File: src/rtl/kwdt_pkg.sv
// Shared constants for the keyed watchdog: key values, register offsets
// and the command that a key write hands to the counter side.
package kwdt_pkg;
    timeunit 1ns;
    timeprecision 100ps;

    localparam logic [31:0] KEY_OPEN = 32'h0000_5555;
    localparam logic [31:0] KEY_SHUT = 32'h0000_0000;
    localparam logic [31:0] KEY_RUN  = 32'h0000_CCCC;
    localparam logic [31:0] KEY_KICK = 32'h0000_AAAA;

    localparam int unsigned OFS_KEY  = 32'h00;
    localparam int unsigned OFS_DIV  = 32'h04;
    localparam int unsigned OFS_RLD  = 32'h08;
    localparam int unsigned OFS_STAT = 32'h0C;
    localparam int unsigned OFS_WIN  = 32'h10;

    typedef enum logic [1:0] {
        CMD_NONE = 2'd0,
        CMD_RUN  = 2'd1,
        CMD_KICK = 2'd2
    } key_cmd_e;
endpackage

File: src/rtl/kwdt_regs.sv
// Bus-side register file. Decodes the key register, keeps the write lock,
// stores divider code, reload and window values, and reads them back.
// Assumes single-cycle writes and a combinational read mux.
module kwdt_regs
    import kwdt_pkg::*;
#(
    parameter int ADDR_W = 5,
    parameter int CNT_W  = 12,
    parameter int PSC_W  = 3
) (
    input  logic              clk,
    input  logic              rst_n,
    input  logic              bus_wr,
    input  logic [ADDR_W-1:0] bus_addr,
    input  logic [31:0]       bus_wdata,
    input  logic              pend_div,
    input  logic              pend_rld,
    output logic [31:0]       bus_rdata,
    output logic [PSC_W-1:0]  div_code_q,
    output logic [CNT_W-1:0]  rld_q,
    output logic [CNT_W-1:0]  win_q,
    output logic              div_wr,
    output logic              rld_wr,
    output key_cmd_e          cmd
);
    timeunit 1ns;
    timeprecision 100ps;

    logic unlocked_q;
    logic is_key, is_div, is_rld, is_win, is_stat, win_wr;

    // address decode
    always_comb begin
        is_key  = (bus_addr == ADDR_W'(OFS_KEY));
        is_div  = (bus_addr == ADDR_W'(OFS_DIV));
        is_rld  = (bus_addr == ADDR_W'(OFS_RLD));
        is_stat = (bus_addr == ADDR_W'(OFS_STAT));
        is_win  = (bus_addr == ADDR_W'(OFS_WIN));
    end

    assign div_wr = bus_wr && is_div && unlocked_q;
    assign rld_wr = bus_wr && is_rld && unlocked_q;
    assign win_wr = bus_wr && is_win && unlocked_q;

    // write lock: opened by one key, closed by the close key or any unknown key
    always_ff @(posedge clk) begin
        if (!rst_n)
            unlocked_q <= 1'b0;
        else if (bus_wr && is_key) begin
            if (bus_wdata == KEY_OPEN)
                unlocked_q <= 1'b1;
            else if (bus_wdata != KEY_RUN && bus_wdata != KEY_KICK)
                unlocked_q <= 1'b0;
        end
    end

    // configuration storage, written only while unlocked
    always_ff @(posedge clk) begin
        if (!rst_n) begin
            div_code_q <= '0;
            rld_q      <= '1;
            win_q      <= '1;
        end else begin
            if (div_wr) div_code_q <= bus_wdata[PSC_W-1:0];
            if (rld_wr) rld_q      <= bus_wdata[CNT_W-1:0];
            if (win_wr) win_q      <= bus_wdata[CNT_W-1:0];
        end
    end

    // start and refresh commands for the counter side
    always_comb begin
        cmd = CMD_NONE;
        if (bus_wr && is_key) begin
            if (bus_wdata == KEY_RUN)       cmd = CMD_RUN;
            else if (bus_wdata == KEY_KICK) cmd = CMD_KICK;
        end
    end

    // read mux; the key register reads as zero
    always_comb begin
        bus_rdata = '0;
        if (is_div)       bus_rdata = 32'(div_code_q);
        else if (is_rld)  bus_rdata = 32'(rld_q);
        else if (is_win)  bus_rdata = 32'(win_q);
        else if (is_stat) bus_rdata = {30'd0, pend_rld, pend_div};
    end

    // a write to the reload register while locked leaves it unchanged
    assert_locked_hold_R3: assert property (@(posedge clk) disable iff (!rst_n)
        (bus_wr && is_rld && !unlocked_q) |=> $stable(rld_q));

    // the open key always unlocks
    assert_open_key_R2: assert property (@(posedge clk) disable iff (!rst_n)
        (bus_wr && is_key && bus_wdata == KEY_OPEN) |=> unlocked_q);
endmodule

File: src/rtl/kwdt_xfer.sv
// Delayed transfer of one configuration value to the counter side.
// A write raises the pending flag. After SYNC_TICKS slow ticks the value is
// copied into the counter-side shadow and the flag drops. A new write
// restarts the delay. Assumes SYNC_TICKS >= 1.
module kwdt_xfer #(
    parameter int          W          = 12,
    parameter int          SYNC_TICKS = 2,
    parameter logic [W-1:0] RST_VAL   = '0
) (
    input  logic         clk,
    input  logic         rst_n,
    input  logic         tick,
    input  logic         load,
    input  logic [W-1:0] src,
    output logic         pend,
    output logic [W-1:0] dst
);
    timeunit 1ns;
    timeprecision 100ps;

    localparam int CW = $clog2(SYNC_TICKS + 1);

    logic [CW-1:0] left_q;

    // tick countdown of the transfer delay
    always_ff @(posedge clk) begin
        if (!rst_n)
            left_q <= '0;
        else if (load)
            left_q <= CW'(SYNC_TICKS);
        else if (tick && left_q != '0)
            left_q <= left_q - 1'b1;
    end

    // shadow copy, updated on the final tick of the delay
    always_ff @(posedge clk) begin
        if (!rst_n)
            dst <= RST_VAL;
        else if (!load && tick && left_q == CW'(1))
            dst <= src;
    end

    assign pend = (left_q != '0);

    // an accepted write shows as pending in the next cycle
    assert_pend_set_R4: assert property (@(posedge clk) disable iff (!rst_n)
        load |=> pend);

    // without a tick the pending flag holds
    assert_pend_hold_R4: assert property (@(posedge clk) disable iff (!rst_n)
        (pend && !tick) |=> pend);

    // the shadow never moves while nothing is pending
    assert_shadow_quiet_R5: assert property (@(posedge clk) disable iff (!rst_n)
        !pend |=> $stable(dst));
endmodule

File: src/rtl/kwdt_core.sv
// Counter side: prescaler divider and down-counter. Starts on the run
// command and then runs until reset. Refreshes on the kick command and
// pulses the reset request on timeout or on a refresh above the window.
// Assumes one slow tick per cycle in which tick is high.
module kwdt_core
    import kwdt_pkg::*;
#(
    parameter int CNT_W = 12,
    parameter int PSC_W = 3
) (
    input  logic             clk,
    input  logic             rst_n,
    input  logic             tick,
    input  key_cmd_e         cmd,
    input  logic [PSC_W-1:0] div_code,
    input  logic [CNT_W-1:0] rld,
    input  logic [CNT_W-1:0] win,
    output logic             wdt_req
);
    timeunit 1ns;
    timeprecision 100ps;

    localparam int MAX_SHIFT = 1 << PSC_W;
    localparam int DIV_W     = MAX_SHIFT;

    logic             running_q;
    logic [CNT_W-1:0] cnt_q;
    logic [DIV_W-1:0] pre_q;
    logic [DIV_W-1:0] lim;
    logic             start, kick, early, step, expire;
    int               shift;

    // divider terminal count: 4 << code, clamped at the widest divider
    always_comb begin
        shift = int'(div_code) + 2;
        if (shift > MAX_SHIFT) shift = MAX_SHIFT;
        lim = DIV_W'((32'd1 << shift) - 32'd1);
    end

    assign start  = (cmd == CMD_RUN) && !running_q;
    assign kick   = (cmd == CMD_KICK);
    assign early  = kick && running_q && (cnt_q > win);
    assign step   = running_q && tick && (pre_q >= lim);
    assign expire = step && (cnt_q == '0);

    // run flag: set once and cleared only by reset
    always_ff @(posedge clk) begin
        if (!rst_n)
            running_q <= 1'b0;
        else if (start)
            running_q <= 1'b1;
    end

    // prescaler and down-counter, reloaded on start, refresh or timeout
    always_ff @(posedge clk) begin
        if (!rst_n) begin
            cnt_q <= '1;
            pre_q <= '0;
        end else if (start || kick || expire) begin
            cnt_q <= rld;
            pre_q <= '0;
        end else if (running_q && tick) begin
            if (pre_q >= lim) begin
                pre_q <= '0;
                cnt_q <= cnt_q - 1'b1;
            end else begin
                pre_q <= pre_q + 1'b1;
            end
        end
    end

    // registered one-cycle reset request
    always_ff @(posedge clk) begin
        if (!rst_n)
            wdt_req <= 1'b0;
        else
            wdt_req <= expire || early;
    end

    // once running, always running
    assert_stay_on_R9: assert property (@(posedge clk) disable iff (!rst_n)
        running_q |=> running_q);

    // a reset request is raised only by a running watchdog
    assert_req_running_R6: assert property (@(posedge clk) disable iff (!rst_n)
        wdt_req |-> running_q);

    // after a timeout the counter holds the reload value
    assert_reload_after_expire_R7: assert property (@(posedge clk) disable iff (!rst_n)
        (expire && !kick) |=> (cnt_q == $past(rld)));

    // an early refresh is followed by a request
    assert_early_req_R10: assert property (@(posedge clk) disable iff (!rst_n)
        early |=> wdt_req);
endmodule

File: src/rtl/kwdt_top.sv
// Keyed independent watchdog: register file, two delayed configuration
// transfers (divider code and reload) and the counting core.
// The slow clock arrives as the tick enable, so there is a single domain.
module kwdt_top
    import kwdt_pkg::*;
#(
    parameter int ADDR_W     = 5,
    parameter int CNT_W      = 12,
    parameter int PSC_W      = 3,
    parameter int SYNC_TICKS = 2
) (
    input  logic              clk,
    input  logic              rst_n,
    input  logic              tick,
    input  logic              bus_wr,
    input  logic [ADDR_W-1:0] bus_addr,
    input  logic [31:0]       bus_wdata,
    output logic [31:0]       bus_rdata,
    output logic              wdt_req
);
    timeunit 1ns;
    timeprecision 100ps;

    logic [PSC_W-1:0] div_code_q, div_code_sh;
    logic [CNT_W-1:0] rld_q, rld_sh, win_q;
    logic             div_wr, rld_wr, pend_div, pend_rld;
    key_cmd_e         cmd;

    kwdt_regs #(.ADDR_W(ADDR_W), .CNT_W(CNT_W), .PSC_W(PSC_W)) u_regs (
        .clk(clk), .rst_n(rst_n), .bus_wr(bus_wr), .bus_addr(bus_addr),
        .bus_wdata(bus_wdata), .pend_div(pend_div), .pend_rld(pend_rld),
        .bus_rdata(bus_rdata), .div_code_q(div_code_q), .rld_q(rld_q),
        .win_q(win_q), .div_wr(div_wr), .rld_wr(rld_wr), .cmd(cmd)
    );

    kwdt_xfer #(.W(PSC_W), .SYNC_TICKS(SYNC_TICKS), .RST_VAL('0)) u_div_xfer (
        .clk(clk), .rst_n(rst_n), .tick(tick), .load(div_wr),
        .src(div_code_q), .pend(pend_div), .dst(div_code_sh)
    );

    kwdt_xfer #(.W(CNT_W), .SYNC_TICKS(SYNC_TICKS), .RST_VAL('1)) u_rld_xfer (
        .clk(clk), .rst_n(rst_n), .tick(tick), .load(rld_wr),
        .src(rld_q), .pend(pend_rld), .dst(rld_sh)
    );

    kwdt_core #(.CNT_W(CNT_W), .PSC_W(PSC_W)) u_core (
        .clk(clk), .rst_n(rst_n), .tick(tick), .cmd(cmd),
        .div_code(div_code_sh), .rld(rld_sh), .win(win_q), .wdt_req(wdt_req)
    );
endmodule

File: config.mk
export PLATFORM = sky130hd
export DESIGN_NAME = kwdt_top
export DESIGN_NICKNAME = d
export VERILOG_FILES = /design/src/rtl/kwdt_pkg.sv /design/src/rtl/kwdt_regs.sv /design/src/rtl/kwdt_xfer.sv /design/src/rtl/kwdt_core.sv /design/src/rtl/kwdt_top.sv
export SDC_FILE = /design/constraint.sdc
export NUM_CORES = 1
export LEC_CHECK = 0
export CORE_ASPECT_RATIO = 0.5
export CORE_UTILIZATION = 53
export DETAILED_ROUTE_END_ITERATION = 8
export DONT_BUFFER_PORTS = 1
export GPL_ROUTABILITY_DRIVEN = 0
export PLACE_DENSITY_LB_ADDON = 0.08
export SYNTH_ARGS = -nofsm -noshare
export SYNTH_HDL_FRONTEND = slang
export SYNTH_SLANG_ARGS = --single-unit
File: constraint.sdc
create_clock -name clk -period 4.55 [get_ports clk]
set_input_delay 0.2275 -clock clk [delete_from_list [all_inputs] [get_ports clk]]
set_output_delay 0.2275 -clock clk [all_outputs]
set_load 0.01 [all_outputs]
Yosys cells after proc, flatten, opt, wreduce, memory -nomap -nowiden
Cells that the tools add are included.
- add/subtract/negate cells: 6
- order comparisons: 3
- equal/unequal tests: 13
- shifts and indexed selects: 1
- muxes and demuxes: 18
- bitwise gates (word level): 1
- reductions and logical operators: 40
- operators with widths (operator ; count):
    $mux 32 ; 4
    $eq 32x16->1 const B ; 2
    $ne 32x16->1 const B ; 2
    $mux 12 ; 3
    $eq 32x15->1 const B ; 1
    $gt 32x5->1 const B ; 1
    $shl 1x32->8 const A ; 1
    $logic_and 1x1->1 ; 20
    $mux 2 ; 8
    $reduce_bool 2->1 ; 7
    $gt 12x12->1 ; 1
    $logic_not 12->1 ; 1
    $sub 12x1->12 const B ; 1
    $eq 5x4->1 const B ; 2
    $add 8x1->8 const B ; 1
    $ge 8x8->1 ; 1
    $mux 8 ; 1
    $sub 8x1->8 const B ; 1
    $eq 2x1->1 const B ; 3
    $reduce_or 2->1 ; 3
    $eq 5x3->1 const B ; 1
    $eq 5x5->1 const B ; 1
    $logic_not 5->1 ; 1
    $add 3x2->4 const B ; 1
    other kinds (7) ; 14
- register bits after elaboration: 69
- output and inout port bits: 33
- logic and storage cells: 96

Longest topological paths before layout
Gate-level depths: netlist of the first run.
- word-level depth: 11
- mapped depth: 16

Cells and area by module
From an unflattened synthesis of the first run, not the netlist that was laid out.
- cell total of the unflattened synthesis: 513
- area total of the unflattened synthesis: 4180.3 um^2
- modules (own cells, without submodules) (module ; times used ; cells each ; area each (um^2) ; sequential area each (um^2)):
    kwdt_core ; 1 ; 226 ; 1840.5 ; 440.4
    kwdt_regs ; 1 ; 196 ; 1546.5 ; 560.5
    kwdt_xfer (u_rld_xfer) ; 1 ; 65 ; 551.8 ; 280.3
    kwdt_xfer (u_div_xfer) ; 1 ; 26 ; 241.5 ; 100.1

Worst setup path before layout of the first run
No wires, ideal clock.
- path kind: reg-to-reg
- start point: register u_div_xfer.dst[1]
- end point: register u_core.cnt_q[5]
- setup time: 0.137 ns
- data arrival time: 3.417 ns
- setup slack: 0.996 ns
- cell stages (with the launch flop): 17
- path buffers: 2
- clock period less this slack: 3.554 ns
- cell sequence: dfxtp_1 -> inv_1 -> ha_1 -> nor3_1 -> nand3_1 -> ha_1 -> xor2_1 -> ha_1 -> and3_1 -> o21ai_0 -> a311oi_1 -> o21a_1 -> clkbuf_1 -> buf_2 -> mux2i_1 -> nor2_1 -> nand4b_1
- word-level cells in the longest chain between the ends: 11
- RTL lines (element ; RTL line ; text):
    start, declared ; kwdt_xfer.sv:16 ; output logic [W-1:0] dst
    start signal, assigned ; kwdt_xfer.sv:40 ; dst <= src;
    $add 3x2->4 * ; kwdt_core.sv:35 ; shift = int'(div_code) + 2;
    $gt 32x5->1 ; kwdt_core.sv:36 ; if (shift > MAX_SHIFT) shift = MAX_SHIFT;
    $mux 32 * ; kwdt_core.sv:36 ;
    $shl 1x32->8 * ; kwdt_core.sv:37 ; lim = DIV_W'((32'd1 << shift) - 32'd1);
    $sub 8x1->8 * ; kwdt_core.sv:37 ;
    $ge 8x8->1 * ; kwdt_core.sv:43, kwdt_core.sv:63 ;
    $logic_and 1x1->1 ; kwdt_core.sv:43 ; assign step = running_q && tick && (pre_q >= lim);
    $logic_and 1x1->1 ; kwdt_core.sv:44 ; assign expire = step && (cnt_q == '0);
    $logic_or 1x1->1 ; kwdt_core.sv:59 ; end else if (start || kick || expire) begin
    $reduce_bool 2->1 (no line) ; -- ;
    $reduce_and 2->1 (no line) ; -- ;
    end signal, assigned ; kwdt_core.sv:60 ; cnt_q <= rld;
    end signal, assigned ; kwdt_core.sv:65 ; cnt_q <= cnt_q - 1'b1;
    end, declared ; kwdt_core.sv:27 ; logic [CNT_W-1:0] cnt_q;
Every way passes the cells marked *; elsewhere a longest branch is shown, timed or not.
A chain may end at the register's enable or synchronous reset.

Worst setup path after layout of the first run
- start point: register u_div_xfer.dst[1]
- end point: register u_core.cnt_q[1]
Same word-level chain as after synthesis.

==> impl_metrics.yaml, run 1 <==
floorplanning:
  dieArea_sq_mm: 0.00824
  start_util_pct: 55.8
  core_area_sq_mm: 0.00746
  core.rowCount: 22
  die_x_um: 127
  die_h_um: 64.7
  ios: 74
grt:
  grt_first_pass_wirelength_um: 16300
  antenna_found_initial: 0
  overflow: 0
  grt_pass1_vias: 3185
  grt_start_max_net_pins: 45
  gr-usage-all-layers_pct: 26.3
critical_path:
  path_class: "reg2reg"
  crit_path_frequent_cell: "ha_1"
  worstPathMaxFanout: 11
  r2r_cells: 15
  timing.critical_path.cells: "inv_1, ha_1, nor3_1, nand3_1, ha_1, xor2_1, ha_1, and3_1, o21ai_0, a311oi_1, o21a_1, buf_4, a21oi_2, and2_4, o311ai_2"
  r2r_start: "u_div_xfer.dst[1]"
  endpoint_kind: "flip-flop"
  cp_slowest_cell: "dfxtp_1"
  cp_num_buf_inv: 2
  r2r-end: "u_core.cnt_q[1]"
  cp_top_family: "compound AO/OA/AOI/OAI gates"
  critical_path_arrival_ns: 4.13
  worst-r2r-setup-slack_ns: 0.67
  startpoint_type: "flip-flop"
  required_ns: 4.80
  crit_path_max_incr_delay_ns: 0.48
outcome:
  outcome: "finished clean"
place:
  preCtsSetupSlack_ns: 0.719
  dp_hpwl_um: 7250
  port_buffers: 0
detailed_routing:
  route.detailed.drc: 0
  drtIter0Drc: 250
  drt_pass1_iterations: 4
  wirelength_um: 10100
  ant_nets: 0
  vias: 3596
  wl_per_cell_um: 16.2
  viasPerCell: 5.76
synthesis:
  synth_cell_type_count: 63
  postSynthCellCount: 517
  dominantRegCellSynth: "dfxtp_1"
  avgSynthCellArea_sq_um: 8.05
  syn-cell-area_sq_mm: 0.00416
  synth-edff-count: 0
  yosysSeqAreaShare_pct: 33.2
  async_reset_ff_share_pct: 0
  ys_seq_elements: 69
  yosysWarningCount: 0
layout:
  area_growth_pct: 7.96
  mostFrequentLayoutCells: "84 x nand2_1, 69 x dfxtp_1, 40 x nor2_1"
  layout.nets: 584
  final_common_cell: "nand2_1"
  n_antenna_cell: 0
  final_util_pct: 60.3
  drive_gt1_share_pct: 7.36
clock_tree:
  clockRootBuffer: "clkbuf_16"
  postCtsSetupBuffers: 0
  clkLatencyLatePin_ns: 0.34
  clock_sinks: 69
  cts_buffer_depth: 2
  cts-resized-gates: 0
  postCtsHoldBufs: 1
  htreeDepth: 3
  cts_buffers: 9
  cts_tree: "yes"
  clk_pin_slew_worst_paths_ns: 0.06
timing:
  grt_setup_unrepaired: "false"
  worst_slack_ns: 0.665
  slew_viol_final: 0
  relSlewSlack_pct: 43.8
  worstMarginPinSlew_ns: 0.843
  fin_crit_ns: 3.88
  final_hold_viol_count: 0
  fin_skew_ns: 0.0124
  final.period_utilization_pct: 85.4
  finalSetupViolCount: 0
  fin_hold_ws_ns: 0.00642
  max_freq_mhz: 257
  finalSetupTns_ns: 0
power:
  vdd_ir_drop_max_v: 0.000190
  p_leak_nw: 1.95
  power_density_mw_per_mm2: 324
min_path:
  hold_end: "u_regs.rld_q[3]"
  hold_depth: 2
  hp-start: "bus_wdata[3]"
  worst_hold_path_type: "in2reg"
run:
  drv_cap: 0
==> per-stage QoR <==
step | cells | area [sq um] | total power (W)
6_report | 624 | 4500 | 0.00146
3_3_place_gp | 607 | 4160 | 0.000731
2_1_floorplan | 537 | 4240 | 0.000730
5_1_grt | 624 | 4500 | 0.00151
3_5_place_dp | 607 | 4160 | 0.000731
4_1_cts | 624 | 4500 | 0.00147
==> worst max path at each step <==
stage | startpoint | end | slack [ns] | cells after the start
2_1_floorplan | u_div_xfer.dst[1] | u_core.cnt_q[5] | 1.0 | 16
3_3_place_gp | u_div_xfer.dst[1] | u_core.cnt_q[1] | 0.82 | 15
3_5_place_dp | u_div_xfer.dst[1] | u_core.cnt_q[1] | 0.72 | 15
4_1_cts | u_div_xfer.dst[1] | u_core.cnt_q[1] | 0.68 | 15
5_1_grt | u_div_xfer.dst[1] | u_core.cnt_q[1] | 0.35 | 15
6_report | u_div_xfer.dst[1] | u_core.cnt_q[1] | 0.67 | 15
==> registers in the layout, summed over array words and instances, names as in the netlist <==
signal / count
u_div_xfer.left_q: 2
u_rld_xfer.dst: 12
u_core.wdt_req: 1
u_rld_xfer.left_q: 2
u_core.cnt_q: 12
u_regs.div_code_q: 3
u_regs.unlocked_q: 1
u_core.running_q: 1
u_regs.rld_q: 12
u_div_xfer.dst: 3
u_core.pre_q: 8
u_regs.win_q: 12
==> layout make-up <==
| class | instances | area (sq um) |
|---|---|---|
| Clock buffer | 13 | 270 |
| Clock inverter | 3 | 42.5 |
| Inverter | 26 | 97.6 |
| Multi-Input combinational cell | 400 | 2520 |
| Sequential cell | 69 | 1380 |
| Tap cell | 108 | 135 |
| Fill cell | 681 | 2960 |
| Timing Repair Buffer | 5 | 50.0 |
==> worst register-to-register path, delay by kind of cell, from the launching register on <==
kind	cells	cell delay [ns]
adders and majority gates	3	0.88
AOI/OAI and AO/OA	5	1.19
DFF	1	0.48
buffers and inverters	2	0.39
xor gates and xnor gates	1	0.17
and+or+nand+nor	4	0.70
==> Yosys cell counts (3+ instances only) <==
| library cell | count | area [sq um] |
|---|---|---|
| inv_1 | 26 | 97.6 |
| o21ai_0 | 15 | 75.1 |
| nand4_1 | 8 | 50.1 |
| xnor2_1 | 4 | 35.0 |
| nor2_1 | 40 | 150 |
| nand4b_1 | 3 | 26.3 |
| a22o_1 | 9 | 78.8 |
| nand3_1 | 36 | 180 |
| or4_1 | 3 | 22.5 |
| nor2b_1 | 6 | 37.5 |
| a211oi_1 | 4 | 30.0 |
| and3_1 | 7 | 43.8 |
| ha_1 | 32 | 400 |
| dfxtp_1 | 69 | 1380 |
| nand2_1 | 84 | 315 |
| nor4_1 | 8 | 50.1 |
| nor3_1 | 13 | 65.1 |
| clkbuf_1 | 18 | 67.6 |
| o211ai_1 | 13 | 97.6 |
| nor4bb_1 | 6 | 60.1 |
| a21oi_1 | 21 | 105 |
| mux2i_1 | 8 | 80.1 |
| xor2_1 | 8 | 70.1 |
| buf_4 | 22 | 165 |
| a21o_1 | 8 | 60.1 |
==> cells by family after synthesis <==
family | Yosys count | share of synthesized area [%]
AND/OR/NAND/NOR | 238 | 29.7
buffers and inverters | 68 | 8.14
multiplexers | 8 | 1.92
adder cells (fa/ha/maj) | 32 | 9.62
other | 2 | 0.180
XOR/XNOR | 12 | 2.52
AO/OA/AOI/OAI | 88 | 14.7
flip-flops | 69 | 33.2
==> power breakdown <==
group          internal, W   total, W  switching (W)
Sequential        0.000619   0.000633      0.0000142
Clock             0.000468   0.000731       0.000263
Combinational    0.0000365  0.0000950      0.0000585
==> per-layer routing <==
metal / track usage [%] / share of wire [%]
met5: 0 / 0
met1: 37.7 / 52
met3: 6.94 / 8.5
met2: 38.3 / 39
met4: 7.29 / 0.79
Power figures use the tool's default switching activity.
==> inputs of run 2 (changes only) <==
--- a/config.mk
+++ b/config.mk
@@ -13,4 +13,5 @@
 export PLACE_DENSITY_LB_ADDON = 0.08
 export SYNTH_ARGS = -nofsm -noshare
 export SYNTH_HDL_FRONTEND = slang
+export SYNTH_HIERARCHICAL = 1
 export SYNTH_SLANG_ARGS = --single-unit
==> impl_metrics.yaml, run 2 <==
critical_path:
  cp.depth: 12
  worstPathMaxFanout: 10
  cp_slowest_cell: "a21oi_1"
  crit_path_max_incr_delay_ns: 0.60
  critical_path_arrival_ns: 3.61
  cp_num_buf_inv: 1
  r2r_cells: 12
  worst-r2r-setup-slack_ns: 1.16
  timing.critical_path.cells: "inv_1, ha_1, nand2_1, nor4_1, a31oi_1, o32ai_1, ha_1, nand2_1, a211o_1, a21oi_1, nor3_1, o41ai_1"
  endpoint_kind: "flip-flop"
  startpoint_type: "flip-flop"
  required_ns: 4.77
  path_class: "reg2reg"
  cp_top_family: "compound AO/OA/AOI/OAI gates"
detailed_routing:
  route.detailed.drc: 0
  viasPerCell: 5.71
  wl_per_cell_um: 16.2
  ant_nets: 0
  vias: 3524
  wirelength_um: 10000
  drtIter0Drc: 221
  drt_pass1_iterations: 5
synthesis:
  dominantRegCellSynth: "dfxtp_1"
  synth_area_leaders: "dfxtp_1 33%, ha_1 9.0%, nand2_1 8.6%"
  synth_top_cell_by_area: "dfxtp_1"
  async_reset_ff_share_pct: 0
  postSynthCellCount: 513
  synth_common_cells: "96 x nand2_1, 69 x dfxtp_1, 45 x nand3_1"
  avgSynthCellArea_sq_um: 8.15
  syn-cell-area_sq_mm: 0.00418
  synth-edff-count: 0
  ys_seq_elements: 69
  synth_cell_type_count: 66
  synth.most_common_cell: "nand2_1"
  yosysSeqAreaShare_pct: 33.0
  yosysWarningCount: 6
  synth_top_area_share_pct: 33.0
power:
  intPower_w: 0.00108
  p_leak_nw: 1.94
  swShare_pct: 24.0
  power_density_mw_per_mm2: 319
  seq_power_share_pct: 44.0
  p_clk_share_pct: 49.8
  fin_total_pwr_w: 0.00142
  vdd_ir_drop_max_v: 0.000209
  p_comb_share_pct: 6.2
  p_switching_w: 0.000341
clock_tree:
  cts_buffers: 9
  clkLatencyLatePin_ns: 0.34
  cts-resized-gates: 0
  cts_tree: "yes"
  clk_pin_slew_worst_paths_ns: 0.06
  cts_buffer_depth: 2
  htreeDepth: 3
  postCtsSetupBuffers: 0
  clock_sinks: 69
  clockRootBuffer: "clkbuf_16"
layout:
  mostFrequentLayoutCells: "96 x nand2_1, 69 x dfxtp_1, 45 x nand3_1"
  fill_cells: 700
  postLayoutCellArea_sq_mm: 0.00445
  final_common_cell: "nand2_1"
  area_growth_pct: 6.44
  n_antenna_cell: 0
  layout.nets: 575
  drive_gt1_share_pct: 6.48
min_path:
  worst_hold_path_type: "in2reg"
  hold_depth: 2
grt:
  grt_start_max_net_pins: 45
  overflow: 0
  gr-usage-all-layers_pct: 26.1
  grt_first_pass_wirelength_um: 16400
  antenna_found_initial: 0
  grt_pass1_vias: 3166
floorplanning:
  core.rowCount: 22
  start_util_pct: 55.8
  die_x_um: 128
  core_area_sq_mm: 0.00749
  dieArea_sq_mm: 0.00827
  ios: 74
  die_h_um: 64.8
timing:
  worstMarginPinSlew_ns: 0.805
  slew_viol_final: 0
  finalSetupTns_ns: 0
  grt_setup_unrepaired: "false"
  fin_hold_ws_ns: 0.00745
  fin_crit_ns: 3.39
  fin_skew_ns: 0.00596
  finalSetupViolCount: 0
  final_hold_viol_count: 0
  max_freq_mhz: 295
  relSlewSlack_pct: 45.9
  final.period_utilization_pct: 74.5
place:
  place_area_sq_mm: 0.00413
  dp_hpwl_um: 7230
  port_buffers: 0
run:
  drv_cap: 0
outcome:
  outcome: "finished clean"
-- run 2: changes by cell type in the layout (fill, tap and decap cells not counted), sizes merged, moves of 6 or more --
cell,previous run,this run
nand2,85,96
o211ai,13,6
nor2,41,21
nand3,37,46
a21oi,22,16
-- run 2: cell type report --
cell class | count | area (sq um) | share of cell area [%]
well taps | 108 | 135 | 3.04
multi-input cells | 393 | 2500 | 56.1
repair buffers | 2 | 27.5 | 0.619
clock buffers | 9 | 225 | 5.06
flip-flops and latches | 69 | 1380 | 31.0
inverters | 29 | 110 | 2.47
clock inverters | 7 | 73.8 | 1.66
-- run 2: kinds of logic after synthesis --
logic type	count (synthesis)	share of synthesized area (%)
fa+ha+maj	30	8.98
xor+xnor	11	2.30
buf+inv	70	8.95
other cells	1	0.0897
compound gates	89	15.3
simple gates	234	29.2
mux	9	2.16
flops	69	33.0
-- run 2: per-stage QoR --
| step | util [%] | setup WS [ns] | instances |
|---|---|---|---|
| floorplan | - | 1.61 | 532 |
| global placement | 55.2 | 1.39 | 600 |
| detailed placement | 55.2 | 1.28 | 600 |
| CTS | 59.4 | 1.23 | 617 |
| global route | 59.4 | 0.797 | 617 |
| finish | 59.4 | 1.16 | 617 |
-- run 2: routing by layer --
layer | global-route usage (%) | vias up | wire length (um)
li1 | - | 1766 | -
met1 | 38.3 | 1606 | 5150
met2 | 36.6 | 143 | 4000
met3 | 6.61 | 9 | 757
met4 | 8.68 | 0 | 111
met5 | 0 | - | 0
-- run 2: final timing paths --
path	startpoint	to
min reg2reg	u_rld_xfer/dst[2]	u_rld_xfer/dst[2]
max	u_div_xfer/dst[1]	u_core/cnt_q[0]
min	bus_wdata[10]	u_regs/rld_q[10]
max reg2reg	u_div_xfer/dst[1]	u_core/cnt_q[0]
-- run 2: power groups by stage --
stage	Combinational, W	Sequential [W]	Clock, W
finish	0.0000880	0.000624	0.000708
floorplan	0.0000891	0.000635	0
detailed placement	0.0000798	0.000638	0
global placement	0.0000774	0.000637	0
global route	0.0000993	0.000626	0.000746
CTS	0.0000879	0.000624	0.000716
-- run 2: timing repair --
| item | CTS | global route |
|---|---|---|
| hold endpoints to repair | 44 | 0 |
| hold buffers | 1 | 0 |
| endpoints found under the setup margin | 0 | 0 |
-- run 2: worst register-to-register path, cell delays in order, from the launching register on --
cell and delay (ns):
dfxtp_1 0.47, inv_1 0.12, ha_1 0.36, nand2_1 0.11, nor4_1 0.17, a31oi_1 0.06, o32ai_1 0.25, ha_1 0.16
nand2_1 0.06, a211o_1 0.36, a21oi_1 0.61, nor3_1 0.12, o41ai_1 0.41
==> inputs of run 3 (changes only) <==
==> constraint.sdc (replaced) <==
create_clock -name clk -period 3 [get_ports clk]
set_input_delay 0.15 -clock clk [delete_from_list [all_inputs] [get_ports clk]]
set_output_delay 0.15 -clock clk [all_outputs]
set_load 0.01 [all_outputs]
==> impl_metrics.yaml, run 3 (synthesized netlist as in run 2, its figures left out) <==
grt:
  grt_first_pass_wirelength_um: 16600
  gr-usage-all-layers_pct: 26.3
  antenna_found_initial: 0
  grt_pass1_vias: 3211
  grt_start_max_net_pins: 61
  overflow: 0
layout:
  layout.nets: 597
  final_util_pct: 63.0
  drive_gt1_share_pct: 10.4
  multi_input_area_sq_mm: 0.00256
  seq_area_sq_mm: 0.00139
  area_growth_pct: 12.9
  fill_cells: 699
  n_antenna_cell: 0
  final_common_cell: "nand2_1"
  mostFrequentLayoutCells: "94 x nand2_1, 67 x dfxtp_1, 45 x nand3_1"
detailed_routing:
  drt_pass1_iterations: 5
  route.detailed.drc: 0
  wirelength_um: 10400
  viasPerCell: 5.67
  ant_nets: 0
  vias: 3623
  drtIter0Drc: 262
  wl_per_cell_um: 16.3
timing:
  finalSetupViolCount: 0
  slew_viol_final: 0
  finalSetupTns_ns: 0
  fin_crit_ns: 2.85
  fin_hold_ws_ns: 0.0266
  final.period_utilization_pct: 94.9
  worstMarginPinSlew_ns: 0.852
  final_hold_viol_count: 0
  max_freq_mhz: 351
  fin_skew_ns: 0.00676
  grt_setup_unrepaired: "false"
  relSlewSlack_pct: 42.6
clock_tree:
  cts_buffer_depth: 2
  htreeDepth: 3
  cts_tree: "yes"
  clk_pin_slew_worst_paths_ns: 0.06
  clockRootBuffer: "clkbuf_16"
  clock_sinks: 69
  cts_buffers: 9
  clkLatencyLatePin_ns: 0.34
power:
  p_leak_nw: 2.04
  vdd_ir_drop_max_v: 0.000278
  power_density_mw_per_mm2: 460
outcome:
  outcome: "finished clean"
floorplanning:
  core.rowCount: 22
  ios: 74
  die_x_um: 128
  dieArea_sq_mm: 0.00827
  core_area_sq_mm: 0.00749
  die_h_um: 64.8
  start_util_pct: 55.8
critical_path:
  crit_path_frequent_cell: "ha_1"
  timing.critical_path.cells: "buf_4, ha_1, nor4_2, o32ai_2, ha_1, nand2_2, a211o_4, buf_6, a21o_1, or4_1, o2111ai_1"
  endpoint_kind: "flip-flop"
  cp_slowest_cell: "or4_1"
  path_class: "reg2reg"
  crit_path_max_incr_delay_ns: 0.46
  cp_top_family: "simple AND/OR/NAND/NOR gates"
  required_ns: 3.25
  cp_num_buf_inv: 2
  startpoint_type: "flip-flop"
  critical_path_arrival_ns: 3.10
  worstPathMaxFanout: 7
place:
  dp_hpwl_um: 7440
  port_buffers: 0
min_path:
  worst_hold_path_type: "in2reg"
run:
  drv_cap: 0
==> run 3: worst paths after layout <==
check	startpoint	endpoint	slack, ns	cells past startpoint
min reg2reg	u_rld_xfer/dst[11]	u_rld_xfer/dst[11]	0.47	2
min	bus_wdata[3]	u_regs/unlocked_q	0.03	3
max	u_div_xfer/dst[1]	u_core/cnt_q[1]	0.15	11
max reg2reg	u_div_xfer/dst[1]	u_core/cnt_q[1]	0.15	11
==> run 3: through the flow <==
stage          total power (W)  worst slack (ns)  instance area (sq um)  std cells
5_1_grt                0.00224           0.00775                   4720        639
3_3_place_gp           0.00108             0.148                   4180        607
2_1_floorplan          0.00110            0.0577                   4250        532
4_1_cts                0.00218            0.0197                   4630        637
3_5_place_dp           0.00109            0.0440                   4180        607
6_report               0.00217             0.152                   4720        639
==> run 3: cell type report <==
| class | instances | share of cell area [%] |
|---|---|---|
| Sequential cell | 69 | 29.4 |
| Multi-Input combinational cell | 393 | 54.2 |
| Clock inverter | 6 | 1.51 |
| Tap cell | 108 | 2.86 |
| Clock buffer | 10 | 4.85 |
| Inverter | 29 | 2.33 |
| Timing Repair Buffer | 24 | 4.85 |
==> run 3: what timing repair did <==
action,in CTS,in global routing
setup endpoints to repair,0,21
hold endpoints to repair,57,0
setup buffers,0,2
gates resized for setup,0,20
hold buffers,14,0
==> run 3: tightest hold or removal path, stage by stage <==
cell and delay, ns:
nor3b_1 0.02, nand4_1 0.07, o21ai_0 0.07
==> run 3: metal layers <==
metal  track usage, %  share of wire (%)
met2             38.3                 41
met1             37.7                 50
met3             6.77                7.9
met5                0                  0
met4             8.09               0.80
==> run 3: power breakdown <==
group / switching (W) / internal (W)
Clock: 0.000420 / 0.000651
Sequential: 0.0000125 / 0.000934
Combinational: 0.0000881 / 0.0000649
